===== config.mk =====
export PLATFORM = sky130hd
export DESIGN_NAME = lapd_tx_ctrl_reg
export DESIGN_NICKNAME = d
export VERILOG_FILES = /design/src/rtl/lapd_ctl_pkg.sv /design/src/rtl/lapd_reg_decode.sv /design/src/rtl/lapd_start_ctrl.sv /design/src/rtl/lapd_done_status.sv /design/src/rtl/lapd_tx_ctrl_reg.sv
export SDC_FILE = /design/constraint.sdc
export NUM_CORES = 1
export LEC_CHECK = 0
export ABC_AREA = 1
export BUFFER_PORTS_ARGS = -buffer_cell sky130_fd_sc_hd__buf_2
export CAP_MARGIN = 30
export CELL_PAD_IN_SITES_DETAIL_PLACEMENT = 1
export CELL_PAD_IN_SITES_GLOBAL_PLACEMENT = 2
export CORE_UTILIZATION = 11
export DETAILED_ROUTE_END_ITERATION = 6
export HOLD_SLACK_MARGIN = 0.06
export PLACE_DENSITY_LB_ADDON = 0.1
export SLEW_MARGIN = 20
export SYNTH_ARGS = -nofsm -noshare
export SYNTH_HDL_FRONTEND = slang
export SYNTH_SLANG_ARGS = --single-unit

===== constraint.sdc =====
create_clock -name clk -period 0.8 [get_ports clk]
set_input_delay 0.12 -clock clk [delete_from_list [all_inputs] [get_ports clk]]
set_output_delay 0.12 -clock clk [all_outputs]
set_load 0.01 [all_outputs]

===== src/rtl/lapd_ctl_pkg.sv =====
// Package: field positions and reset values shared by the link-layer
// transmit control register and its checker.
package lapd_ctl_pkg;
    localparam int START_POS = 3;   // stored start request field
    localparam int BUSY_POS  = 2;   // live transmitter busy flag
    localparam int IEN_POS   = 1;   // completion interrupt enable
    localparam int STAT_POS  = 0;   // sticky completion status
    localparam int USED_BITS = 4;   // bits above this read as zero

    // Writable control fields held by the start controller.
    typedef struct packed {
        logic start;
        logic ien;
    } ctl_fields_t;

    localparam ctl_fields_t CTL_RESET = '{start: 1'b0, ien: 1'b0};
endpackage


===== src/rtl/lapd_reg_decode.sv =====
// Module: lapd_reg_decode
// Matches the bus address against the register address and qualifies
// the read and write strobes with the framing mode.
// Assumes single-cycle strobes and that an access with the mode off
// must have no effect at all.
module lapd_reg_decode #(
    parameter int                ADDR_W   = 8,
    parameter logic [ADDR_W-1:0] REG_ADDR = 8'h1F
) (
    input  logic [ADDR_W-1:0] bus_addr,
    input  logic              bus_rd,
    input  logic              bus_wr,
    input  logic              cbit_mode,
    output logic              rd_hit,
    output logic              wr_hit
);
    logic addr_match;

    // Compare the address and gate both strobes with the mode.
    always_comb begin
        addr_match = (bus_addr == REG_ADDR);
        rd_hit     = bus_rd && addr_match && cbit_mode;
        wr_hit     = bus_wr && addr_match && cbit_mode;
    end
endmodule


===== src/rtl/lapd_start_ctrl.sv =====
// Module: lapd_start_ctrl
// Holds the writable start and interrupt-enable fields. It issues a
// one-cycle start pulse when a write moves the start field from 0 to 1
// while the transmitter is idle.
// Assumes wr_hit is already qualified by address and mode.
module lapd_start_ctrl
    import lapd_ctl_pkg::*;
(
    input  logic        clk,
    input  logic        rst_n,
    input  logic        wr_hit,
    input  logic        wr_start,
    input  logic        wr_ien,
    input  logic        tx_busy,
    output ctl_fields_t ctl_q,
    output logic        tx_start
);
    logic rise_req;

    // A start request exists only for a 0-to-1 write while idle.
    always_comb begin
        rise_req = wr_hit && wr_start && !ctl_q.start && !tx_busy;
    end

    // Store the control fields on a write.
    always_ff @(posedge clk) begin
        if (!rst_n) begin
            ctl_q <= CTL_RESET;
        end else if (wr_hit) begin
            ctl_q.start <= wr_start;
            ctl_q.ien   <= wr_ien;
        end
    end

    // Register the start pulse so it lasts exactly one cycle.
    always_ff @(posedge clk) begin
        if (!rst_n) begin
            tx_start <= 1'b0;
        end else begin
            tx_start <= rise_req;
        end
    end
endmodule


===== src/rtl/lapd_done_status.sv =====
// Module: lapd_done_status
// Keeps the sticky completion flag and forms the interrupt output.
// A completion pulse wins over a clearing read in the same cycle.
// Assumes rd_hit is already qualified by address and mode.
module lapd_done_status (
    input  logic clk,
    input  logic rst_n,
    input  logic cbit_mode,
    input  logic tx_done,
    input  logic rd_hit,
    input  logic ien,
    output logic stat_q,
    output logic irq
);
    logic set_evt;

    // A completion counts only while the mode is on.
    always_comb begin
        set_evt = tx_done && cbit_mode;
    end

    // Set on completion, otherwise clear on a read.
    always_ff @(posedge clk) begin
        if (!rst_n) begin
            stat_q <= 1'b0;
        end else if (set_evt) begin
            stat_q <= 1'b1;
        end else if (rd_hit) begin
            stat_q <= 1'b0;
        end
    end

    // Interrupt is the enabled status, held low with the mode off.
    always_comb begin
        irq = stat_q && ien && cbit_mode;
    end
endmodule


===== src/rtl/lapd_tx_ctrl_reg.sv =====
// Module: lapd_tx_ctrl_reg
// Control, status and interrupt register for a link-layer message
// transmitter. It decodes bus accesses, forms the start pulse, keeps
// the completion flag and returns the read byte.
// Assumes one access per strobe cycle and a transmitter that reports
// busy as a level and completion as a one-cycle pulse.
module lapd_tx_ctrl_reg
    import lapd_ctl_pkg::*;
#(
    parameter int                ADDR_W   = 8,
    parameter int                DATA_W   = 8,
    parameter logic [ADDR_W-1:0] REG_ADDR = 8'h1F
) (
    input  logic              clk,
    input  logic              rst_n,
    input  logic              cbit_mode,
    input  logic [ADDR_W-1:0] bus_addr,
    input  logic              bus_rd,
    input  logic              bus_wr,
    input  logic [DATA_W-1:0] bus_wdata,
    output logic [DATA_W-1:0] bus_rdata,
    input  logic              tx_busy,
    input  logic              tx_done,
    output logic              tx_start,
    output logic              irq
);
    logic        rd_hit;
    logic        wr_hit;
    logic        stat_q;
    ctl_fields_t ctl_q;

    lapd_reg_decode #(
        .ADDR_W   (ADDR_W),
        .REG_ADDR (REG_ADDR)
    ) u_decode (
        .bus_addr  (bus_addr),
        .bus_rd    (bus_rd),
        .bus_wr    (bus_wr),
        .cbit_mode (cbit_mode),
        .rd_hit    (rd_hit),
        .wr_hit    (wr_hit)
    );

    lapd_start_ctrl u_start (
        .clk      (clk),
        .rst_n    (rst_n),
        .wr_hit   (wr_hit),
        .wr_start (bus_wdata[START_POS]),
        .wr_ien   (bus_wdata[IEN_POS]),
        .tx_busy  (tx_busy),
        .ctl_q    (ctl_q),
        .tx_start (tx_start)
    );

    lapd_done_status u_status (
        .clk       (clk),
        .rst_n     (rst_n),
        .cbit_mode (cbit_mode),
        .tx_done   (tx_done),
        .rd_hit    (rd_hit),
        .ien       (ctl_q.ien),
        .stat_q    (stat_q),
        .irq       (irq)
    );

    // Assemble the read byte; zero when the access does not hit.
    always_comb begin
        bus_rdata = '0;
        if (rd_hit) begin
            bus_rdata[START_POS] = ctl_q.start;
            bus_rdata[BUSY_POS]  = tx_busy;
            bus_rdata[IEN_POS]   = ctl_q.ien;
            bus_rdata[STAT_POS]  = stat_q;
        end
    end
endmodule


==> run_results.csv, run 1 <==
group,metric,value,unit
status,status,"complete, but fails checks",
status,violations,"setup timing",
sta,finalCritPeriodShare,1.177,
sta,timing.fmax,1062,MHz
grt,grt_pass1_wl,1428,microns
grt,met1_usage,0.08160,
clock_network,ctsHoldBuffers,0,
worst_hold_path,hold_path_depth,3,
worst_setup_path,crit_arrival,0.82,ns
grt,grt_pass1_vias,354,
detailed_routing,vias,358,
sta,final-max-slew-violation-count,0,
clock_network,clock_tree.root_cell,"clkbuf_4",
placed_design,dp_slack,-0.2232,ns
worst_hold_path,hold_path.class,"in2reg",
clock_network,htreeDepth,1,
detailed_routing,wl_per_cell,8.284,microns
sta,skew,0.00001235,ns
placed_design,place_area,419.2,sq um
clock_network,insertion_delay,0.23,ns
finish,final_layout_size_suffix_gt1_frac,0.6486,
worst_setup_path,crit_family,"flip-flops",
synthesis,synth.cell_area,277.8,sq um
detailed_routing,via_per_inst,3.510,
worst_setup_path,critPathMaxFanout,2,
worst_setup_path,path_class,"reg2out",
clock_network,cts_made_buffers,3,
synthesis,yosysSeqAreaShare,0.2883,
synthesis,syn_inst,46,
die,core,2297,sq um
sta,rsz0062_at_grt,"true",
finish,synthToLayoutAreaGrowth,87.39,%
die,start_util,0.1209,
grt,busiest_layer,"met2",
synthesis,ys_types,12,
die,rows,17,
worst_setup_path,critPathSlowestCell,"dfxtp_2",
sta,final_hold_viol_count,0,
worst_setup_path,worstPathRequired,0.68,ns
grt,track_usage,0.07414,
sta,setup_violations,5,
die,dieHeight,52.25,microns
worst_setup_path,critical_path_buf_inv_count,2,
power,irDropWorstVdd,0.4853,mV
finish,fillers,298,
grt,grt_use_met3,0.05217,
finish,final_common_cell,"buf_2",
worst_setup_path,crit_path_end_kind,"output pin",
placed_design,dp.final_hpwl,730.4,microns
synthesis,avgSynthCellArea,6.038,sq um
worst_setup_path,slowest_delay,0.33,ns
grt,antenna_found_initial,0,
clock_network,cts_tree,"built",
power,p_per_area,1090,nW/um^2
grt,grt_max_degree,6,
worst_setup_path,critical_path_cell_count,3,
worst_setup_path,start_kind,"register",
sta,fin_crit,0.9419,ns
grt,grt_use_met2,0.1239,
synthesis,ys_ff_latch,4,
clock_network,cts_max_path_buffers,2,
grt,overflow,0,
placed_design,finalWeightedCongestion,0.6867,
worst_setup_path,path_cells,"inv_2 -> nor2_2 -> buf_2",
die,die_area,2730,sq um
power,p_leak,0.0002951,uW
clock_network,clk_pin_slew_worst_paths,0.04,ns
detailed_routing,dr.pass1.iters,1,
sta,fin_ws,-0.1419,ns
finish,final_cell_area,520.5,sq um
clock_network,cts_num_sinks,4,
die,io_pins,33,
detailed_routing,drt_wl_total,845,microns
placed_design,io_buffer_count,22,
finish,antenna_cells,0,
detailed_routing,drt_iter0_drc,0,
synthesis,yosysWarnings,0,
worst_setup_path,rr_worst_depth,4,
flow_run,drv_cap,0,
detailed_routing,route.detailed.drc,0,
finish,finalNetCount,99,
finish,final_cell_mix,"buf_2 (19), nand2_1 (10), inv_2 (6)",
detailed_routing,drt.antenna.violating_nets,0,
sta,timing.hold.ws,0.1268,ns
die,die_w,52.25,microns
## layout make-up
cell class,instances,area (sq um),area share
repair buffers,26,158.9,0.3053
flip-flops and latches,4,83.83,0.1611
multi-input cells,32,186.4,0.3582
inverters,9,33.78,0.06490
well taps,28,35.03,0.06731
clock buffers,3,22.52,0.04327
## timing repair
item	CTS	global route
gates resized for setup	11	11
buffers inserted	0	2
pin swaps	5	7
setup endpoints to repair	5	5
## final timing paths
| check | slack (ns) | from | endpoint |
|---|---|---|---|
| setup / recovery | -0.14 | u_start.ctl_q[0] | bus_rdata[1] |
| hold / removal | 0.13 | bus_wdata[1] | u_start.ctl_q[0] |
| setup reg to reg | 0.18 | u_start.ctl_q[0] | u_start.ctl_q[0] |
| hold reg to reg | 0.47 | u_start.ctl_q[1] | u_start.ctl_q[1] |
## cell usage after synthesis, drive strengths merged
library cell / n / area, sq um
nand3b: 1 / 11.26
nand2: 12 / 45.04
inv: 9 / 33.78
dfxtp: 4 / 80.08
buf: 4 / 30.03
nand4: 1 / 6.260
nand3: 2 / 15.01
nor2: 10 / 42.54
a21oi: 2 / 10.01
conb: 1 / 3.750
## power breakdown
part / internal, uW / switching (uW) / leakage, uW
Clock: 168 / 78.2 / 0.0000138
Combinational: 59.6 / 54.7 / 0.000248
Sequential: 205 / 2.29 / 0.0000338
## worst register-to-register path: stages (launching register included)
cell	delay, ns
dfxtp_2	0.32
inv_2	0.06
nand2_1	0.05
nand2_1	0.05
nor2_1	0.04
## per-layer routing
metal / vias up / wire length, microns
li1: 184 / -
met1: 158 / 361
met2: 16 / 417
met3: 0 / 66
met4: 0 / 0
met5: - / 0
## kinds of logic (layout without fill, tap and decap cells)
| group | Yosys count | count (layout) | share of synthesized area |
|---|---|---|---|
| compound gates | 2 | 2 | 0.03604 |
| buf+inv | 13 | 38 | 0.2297 |
| flops | 4 | 4 | 0.2883 |
| other cells | 1 | 4 | 0.01350 |
| simple gates | 26 | 26 | 0.4324 |
## registers in the layout (all words and copies together) (netlist names)
name              cells
u_start.tx_start      1
u_start.ctl_q         2
u_status.stat_q       1
## metrics by stage
stage | TNS [ns] | total power, uW | instances | utilization
2_1_floorplan | 0 | 258.8 | 49 | -
3_3_place_gp | -1.090 | 298.1 | 97 | 0.1825
3_5_place_dp | -1.177 | 296.5 | 97 | 0.1825
4_1_cts | -0.7543 | 564.6 | 100 | 0.2075
5_1_grt | -0.9506 | 607.6 | 102 | 0.2266
6_report | -0.6488 | 567.1 | 102 | 0.2266
Note: power is estimated with default switching activity, not from simulation.
==> inputs of run 2 (changes only) <==
--- a/config.mk
+++ b/config.mk
@@ -10,6 +10,7 @@
 export CAP_MARGIN = 30
 export CELL_PAD_IN_SITES_DETAIL_PLACEMENT = 1
 export CELL_PAD_IN_SITES_GLOBAL_PLACEMENT = 2
+export CORE_MARGIN = 10
 export CORE_UTILIZATION = 11
 export DETAILED_ROUTE_END_ITERATION = 6
 export HOLD_SLACK_MARGIN = 0.06
==> run_results.csv, run 2 (synthesized netlist as in run 1, its figures left out) <==
group,metric,value,unit
worst_setup_path,crit_path_end_kind,"output pin",
sta,setup_violations,5,
grt,grt_pass1_wl,1759,microns
worst_hold_path,hold_path.class,"in2reg",
sta,rsz0062_at_grt,"true",
die,dieHeight,70.25,microns
grt,antenna_found_initial,0,
power,finalPower,581.2,uW
worst_hold_path,hold_path_startpoint,"bus_wdata[1]",
detailed_routing,route.detailed.drc,0,
finish,post-route-util,0.2124,
placed_design,finalWeightedCongestion,0.7043,
sta,timing.hold.ws,0.1179,ns
detailed_routing,via_per_inst,3.437,
detailed_routing,drt_iter0_drc,3,
power,irDropWorstVdd,0.3364,mV
status,violations,"setup timing",
power,p_per_area,1125,nW/um^2
flow_run,drv_cap,0,
detailed_routing,drt.antenna.violating_nets,0,
detailed_routing,drt_wl_total,1100,microns
power,p_leak,0.0002913,uW
worst_setup_path,crit_arrival,0.83,ns
finish,largestRegisters,"u_start.ctl_q x2, u_start.tx_start x1, u_status.stat_q x1",
detailed_routing,maxUsedRoutingLayer,"met4",
sta,finalCritPeriodShare,1.184,
finish,multi_input_area,183.9,sq um
finish,top_register,"u_start.ctl_q",
clock_network,clk_pin_slew_worst_paths,0.04,ns
clock_network,insertion_delay,0.24,ns
die,rows,18,
grt,overflow,0,
die,io_pins,33,
clock_network,cts_max_path_buffers,2,
sta,final-max-slew-violation-count,0,
worst_hold_path,hold_path_depth,3,
placed_design,dp.final_hpwl,974.2,microns
worst_setup_path,reg2reg_slack,0.18,ns
detailed_routing,wl_per_cell,10.68,microns
clock_network,clock_tree.root_cell,"clkbuf_4",
finish,fillers,314,
detailed_routing,dr_wl_met2,586,microns
finish,final_cell_mix,"buf_2 (19), nand2_1 (8), inv_2 (6)",
detailed_routing,wl_met3,72,microns
finish,final_cell_area,516.7,sq um
clock_network,cts_tree,"built",
die,die_w,70.25,microns
sta,fin_tns_setup,-0.6114,ns
worst_setup_path,r2r_end,"u_start.ctl_q[0]",
worst_setup_path,critPathMaxFanout,2,
finish,final_layout_size_suffix_gt1_frac,0.6712,
finish,synthToLayoutAreaGrowth,86.04,%
grt,track_usage,0.04602,
clock_network,htreeDepth,1,
finish,largest_reg_flops,2,
finish,register_area,83.83,sq um
detailed_routing,vias,354,
status,status,"complete, but fails checks",
sta,skew,0.00007250,ns
worst_setup_path,start_kind,"register",
detailed_routing,dr.pass1.iters,2,
die,core,2432,sq um
worst_setup_path,path_class,"reg2out",
worst_setup_path,worstPathRequired,0.68,ns
worst_hold_path,hold_end,"u_start.ctl_q[0]",
clock_network,cts_num_sinks,4,
grt,grt_max_degree,6,
placed_design,io_buffer_count,22,
finish,antenna_cells,0,
die,start_util,0.1142,
detailed_routing,wl_met1,425,microns
clock_network,cts_made_buffers,3,
sta,fin_crit,0.9470,ns
die,die_area,4935,sq um
finish,final_common_cell,"buf_2",
worst_setup_path,rr_startpoint,"u_start.ctl_q[0]",
sta,timing.fmax,1056,MHz
sta,fin_ws,-0.1470,ns
grt,grt_pass1_vias,393,
placed_design,place_area,421.7,sq um
sta,final_hold_viol_count,0,
worst_setup_path,rr_worst_depth,4,
clock_network,ctsHoldBuffers,0,
finish,finalNetCount,98,
run 2: changes by cell type in the layout (fill, tap and decap cells not counted), sizes merged:
| cell | delta |
|---|---|
| buf | -1 |
run 2: where the power goes:
| part | total, uW | internal [uW] | switching (uW) |
|---|---|---|---|
| logic | 115 | 59.9 | 54.9 |
| clock network | 260 | 168 | 91.3 |
| registers | 207 | 205 | 2.14 |
run 2: how the worst max path moves through the flow:
stage,cells past startpoint,slack [ns],from,end
3_3_place_gp,7,-0.22,bus_addr[6],bus_rdata[2]
5_1_grt,3,-0.21,u_start.ctl_q[0],irq
3_5_place_dp,7,-0.23,bus_addr[6],bus_rdata[1]
6_report,3,-0.15,u_start.ctl_q[0],irq
4_1_cts,3,-0.15,u_start.ctl_q[0],irq
2_1_floorplan,5,0.03,bus_addr[6],bus_rdata[0]
run 2: layout make-up:
type,count,area share
multi-input combinational,32,0.3559
timing repair buffer,25,0.3002
sequential,4,0.1622
tap,30,0.07264
inverter,9,0.06538
clock buffer,3,0.04358
run 2: worst max-delay path, stage by stage, from the launching register on:
cell     delay (ns)
dfxtp_2        0.33
nand2_1        0.05
nor2_1         0.07
buf_2          0.14
run 2: stage by stage:
stage / setup slack (ns) / instances
6_report: -0.1470 / 103
5_1_grt: -0.2140 / 103
4_1_cts: -0.1545 / 104
3_5_place_dp: -0.2266 / 99
3_3_place_gp: -0.2180 / 99
2_1_floorplan: 0.03285 / 49
run 2: per-layer routing:
metal,track usage,vias up
li1,-,184
met1,0.04509,154
met2,0.07186,14
met3,0.02119,2
met4,0.03947,0
met5,0,-
run 2: what timing repair did:
action                     CTS  global route
setup endpoints to repair    5             8
gates resized for setup     20             4
pin swaps                    7             6
buffers inserted             2             0
==> inputs of run 3 (changes only) <==
--- a/config.mk
+++ b/config.mk
@@ -6,13 +6,13 @@
 export NUM_CORES = 1
 export LEC_CHECK = 0
 export ABC_AREA = 1
-export BUFFER_PORTS_ARGS = -buffer_cell sky130_fd_sc_hd__buf_2
 export CAP_MARGIN = 30
 export CELL_PAD_IN_SITES_DETAIL_PLACEMENT = 1
 export CELL_PAD_IN_SITES_GLOBAL_PLACEMENT = 2
 export CORE_MARGIN = 10
-export CORE_UTILIZATION = 11
+export CORE_UTILIZATION = 19
 export DETAILED_ROUTE_END_ITERATION = 6
+export DONT_BUFFER_PORTS = 1
 export HOLD_SLACK_MARGIN = 0.06
 export PLACE_DENSITY_LB_ADDON = 0.1
 export SLEW_MARGIN = 20
==> run_results.csv, run 3 (synthesized netlist as in run 1, its figures left out) <==
group,metric,value,unit
status,status,"complete, but fails checks",
status,violations,"setup timing",
die,die_area,3391,sq um
clock_network,insertion_delay,0.23,ns
detailed_routing,wl_per_cell,13.31,microns
sta,skew,0.00002326,ns
placed_design,io_buffer_count,0,
finish,final_layout_size_suffix_gt1_frac,0.5179,
sta,final-max-slew-violation-count,0,
detailed_routing,via_per_inst,4.239,
worst_setup_path,critical_path_buf_inv_count,1,
finish,antenna_cells,0,
clock_network,clk_pin_slew_worst_paths,0.04,ns
worst_hold_path,hold_path.class,"in2reg",
detailed_routing,vias,301,
sta,fin_crit,0.8639,ns
clock_network,cts_num_sinks,4,
placed_design,placed_cells,62,
power,p_int,411.2,uW
worst_setup_path,crit_path_end_kind,"output pin",
finish,fillers,183,
detailed_routing,drt_wl_total,945,microns
placed_design,dp.final_hpwl,835.6,microns
power,clockPowerShare,0.461,
power,irDropWorstVdd,0.5324,mV
power,netSwitchingPower,131.1,uW
worst_setup_path,critPathMaxFanout,2,
die,start_util,0.2083,
grt,grt_max_degree,6,
clock_network,clock_tree.root_cell,"clkbuf_4",
placed_design,finalWeightedCongestion,0.6395,
detailed_routing,route.detailed.drc,0,
sta,setup_violations,4,
clock_network,cts_tree,"built",
finish,final_cells,71,
placed_design,dp_slack,-0.06791,ns
grt,track_usage,0.05806,
finish,largest_reg_flops,2,
die,rows,13,
clock_network,htreeDepth,1,
power,combPwrFrac,0.157,
placed_design,place_area,292.8,sq um
worst_setup_path,path_class,"reg2out",
worst_setup_path,crit_arrival,0.74,ns
clock_network,cts_max_path_buffers,2,
finish,final_common_cell,"nand2_1",
worst_setup_path,slowest_delay,0.33,ns
worst_setup_path,rr_worst_depth,5,
sta,timing.fmax,1158,MHz
sta,final_hold_viol_count,0,
power,p_per_area,1191,nW/um^2
power,seqPwrFrac,0.382,
worst_setup_path,path_cells,"inv_2 -> nor2_4",
worst_hold_path,hold_path_depth,2,
detailed_routing,drt_iter0_drc,1,
finish,final_cell_area,455.4,sq um
clock_network,cts_made_buffers,3,
worst_setup_path,worstPathRequired,0.68,ns
detailed_routing,drt.antenna.violating_nets,0,
worst_setup_path,critical_path_cell_count,2,
worst_setup_path,crit_family,"flip-flops",
finish,largestRegisters,"u_start.ctl_q x2, u_start.tx_start x1, u_status.stat_q x1",
die,core,1334,sq um
flow_run,drv_cap,0,
die,dieHeight,58.24,microns
power,p_leak,0.0002157,uW
grt,antenna_found_initial,0,
grt,grt_pass1_wl,1511,microns
grt,grt_pass1_vias,348,
power,p_sw_frac,0.2418,
worst_setup_path,critPathSlowestCell,"dfxtp_2",
sta,rsz0062_at_grt,"true",
die,die_w,58.24,microns
finish,top_register,"u_start.ctl_q",
sta,fin_ws,-0.06389,ns
detailed_routing,dr.pass1.iters,3,
finish,synthToLayoutAreaGrowth,63.96,%
die,io_pins,33,
worst_setup_path,start_kind,"register",
finish,final_cell_mix,"nand2_1 (8), nor2_4 (7), conb_1 (4), dlygate4sd3_1 (4), buf_4 (4)",
finish,finalNetCount,81,
sta,finalCritPeriodShare,1.080,
grt,overflow,0,
run 3: cell type report:
cell class	instances	area (sq um)	share of cell area
Inverter	9	43.79	0.09615
Timing Repair Buffer	8	70.07	0.1538
Sequential cell	4	83.83	0.1841
Clock buffer	3	22.52	0.04945
Multi-Input combinational cell	32	216.5	0.4753
Tap cell	15	18.77	0.04121
run 3: metal layers:
layer	vias to the layer above	wire length (microns)	GRT usage
li1	148	-	-
met2	15	541	0.1012
met5	-	0	0
met4	0	10	0.03020
met1	136	289	0.04904
met3	2	103	0.03922
run 3: power by group through the flow:
stage / Clock (uW) / Sequential, uW / Combinational, uW
2_1_floorplan: 0 / 208 / 50.4
3_3_place_gp: 0 / 209 / 42.1
3_5_place_dp: 0 / 209 / 43.8
4_1_cts: 266 / 207 / 84.5
5_1_grt: 283 / 207 / 95.0
6_report: 250 / 207 / 85.2
run 3: path summary, 6_finish.rpt:
check	from	to	slack, ns
worst min-delay path	bus_wdata[3]	u_start.tx_start	0.09
worst min register to register	u_status.stat_q	u_status.stat_q	0.46
worst max-delay path	u_status.stat_q	irq	-0.06
worst max register to register	u_start.ctl_q[0]	u_start.ctl_q[0]	0.07
run 3: repair_timing:
action | 4_1_cts | 5_1_grt
resized for setup | 30 | 1
hold buffers | 4 | 0
endpoints found under the setup margin | 5 | 5
endpoints found under the hold margin | 4 | 0
pin swaps | 10 | 5
buffers inserted | 2 | 0
run 3: stage by stage:
| stage | setup TNS [ns] | total power, uW | hold WS [ns] | utilization |
|---|---|---|---|---|
| global placement | -0.1183 | 250.8 | 0.2486 | 0.2195 |
| global route | -0.3295 | 584.7 | 0.1176 | 0.3415 |
| CTS | -0.2480 | 557.0 | 0.09010 | 0.3396 |
| detailed placement | -0.2657 | 252.7 | 0.2482 | 0.2195 |
| finish | -0.1685 | 542.3 | 0.08904 | 0.3415 |
| floorplan | 0 | 258.8 | 0.2404 | - |
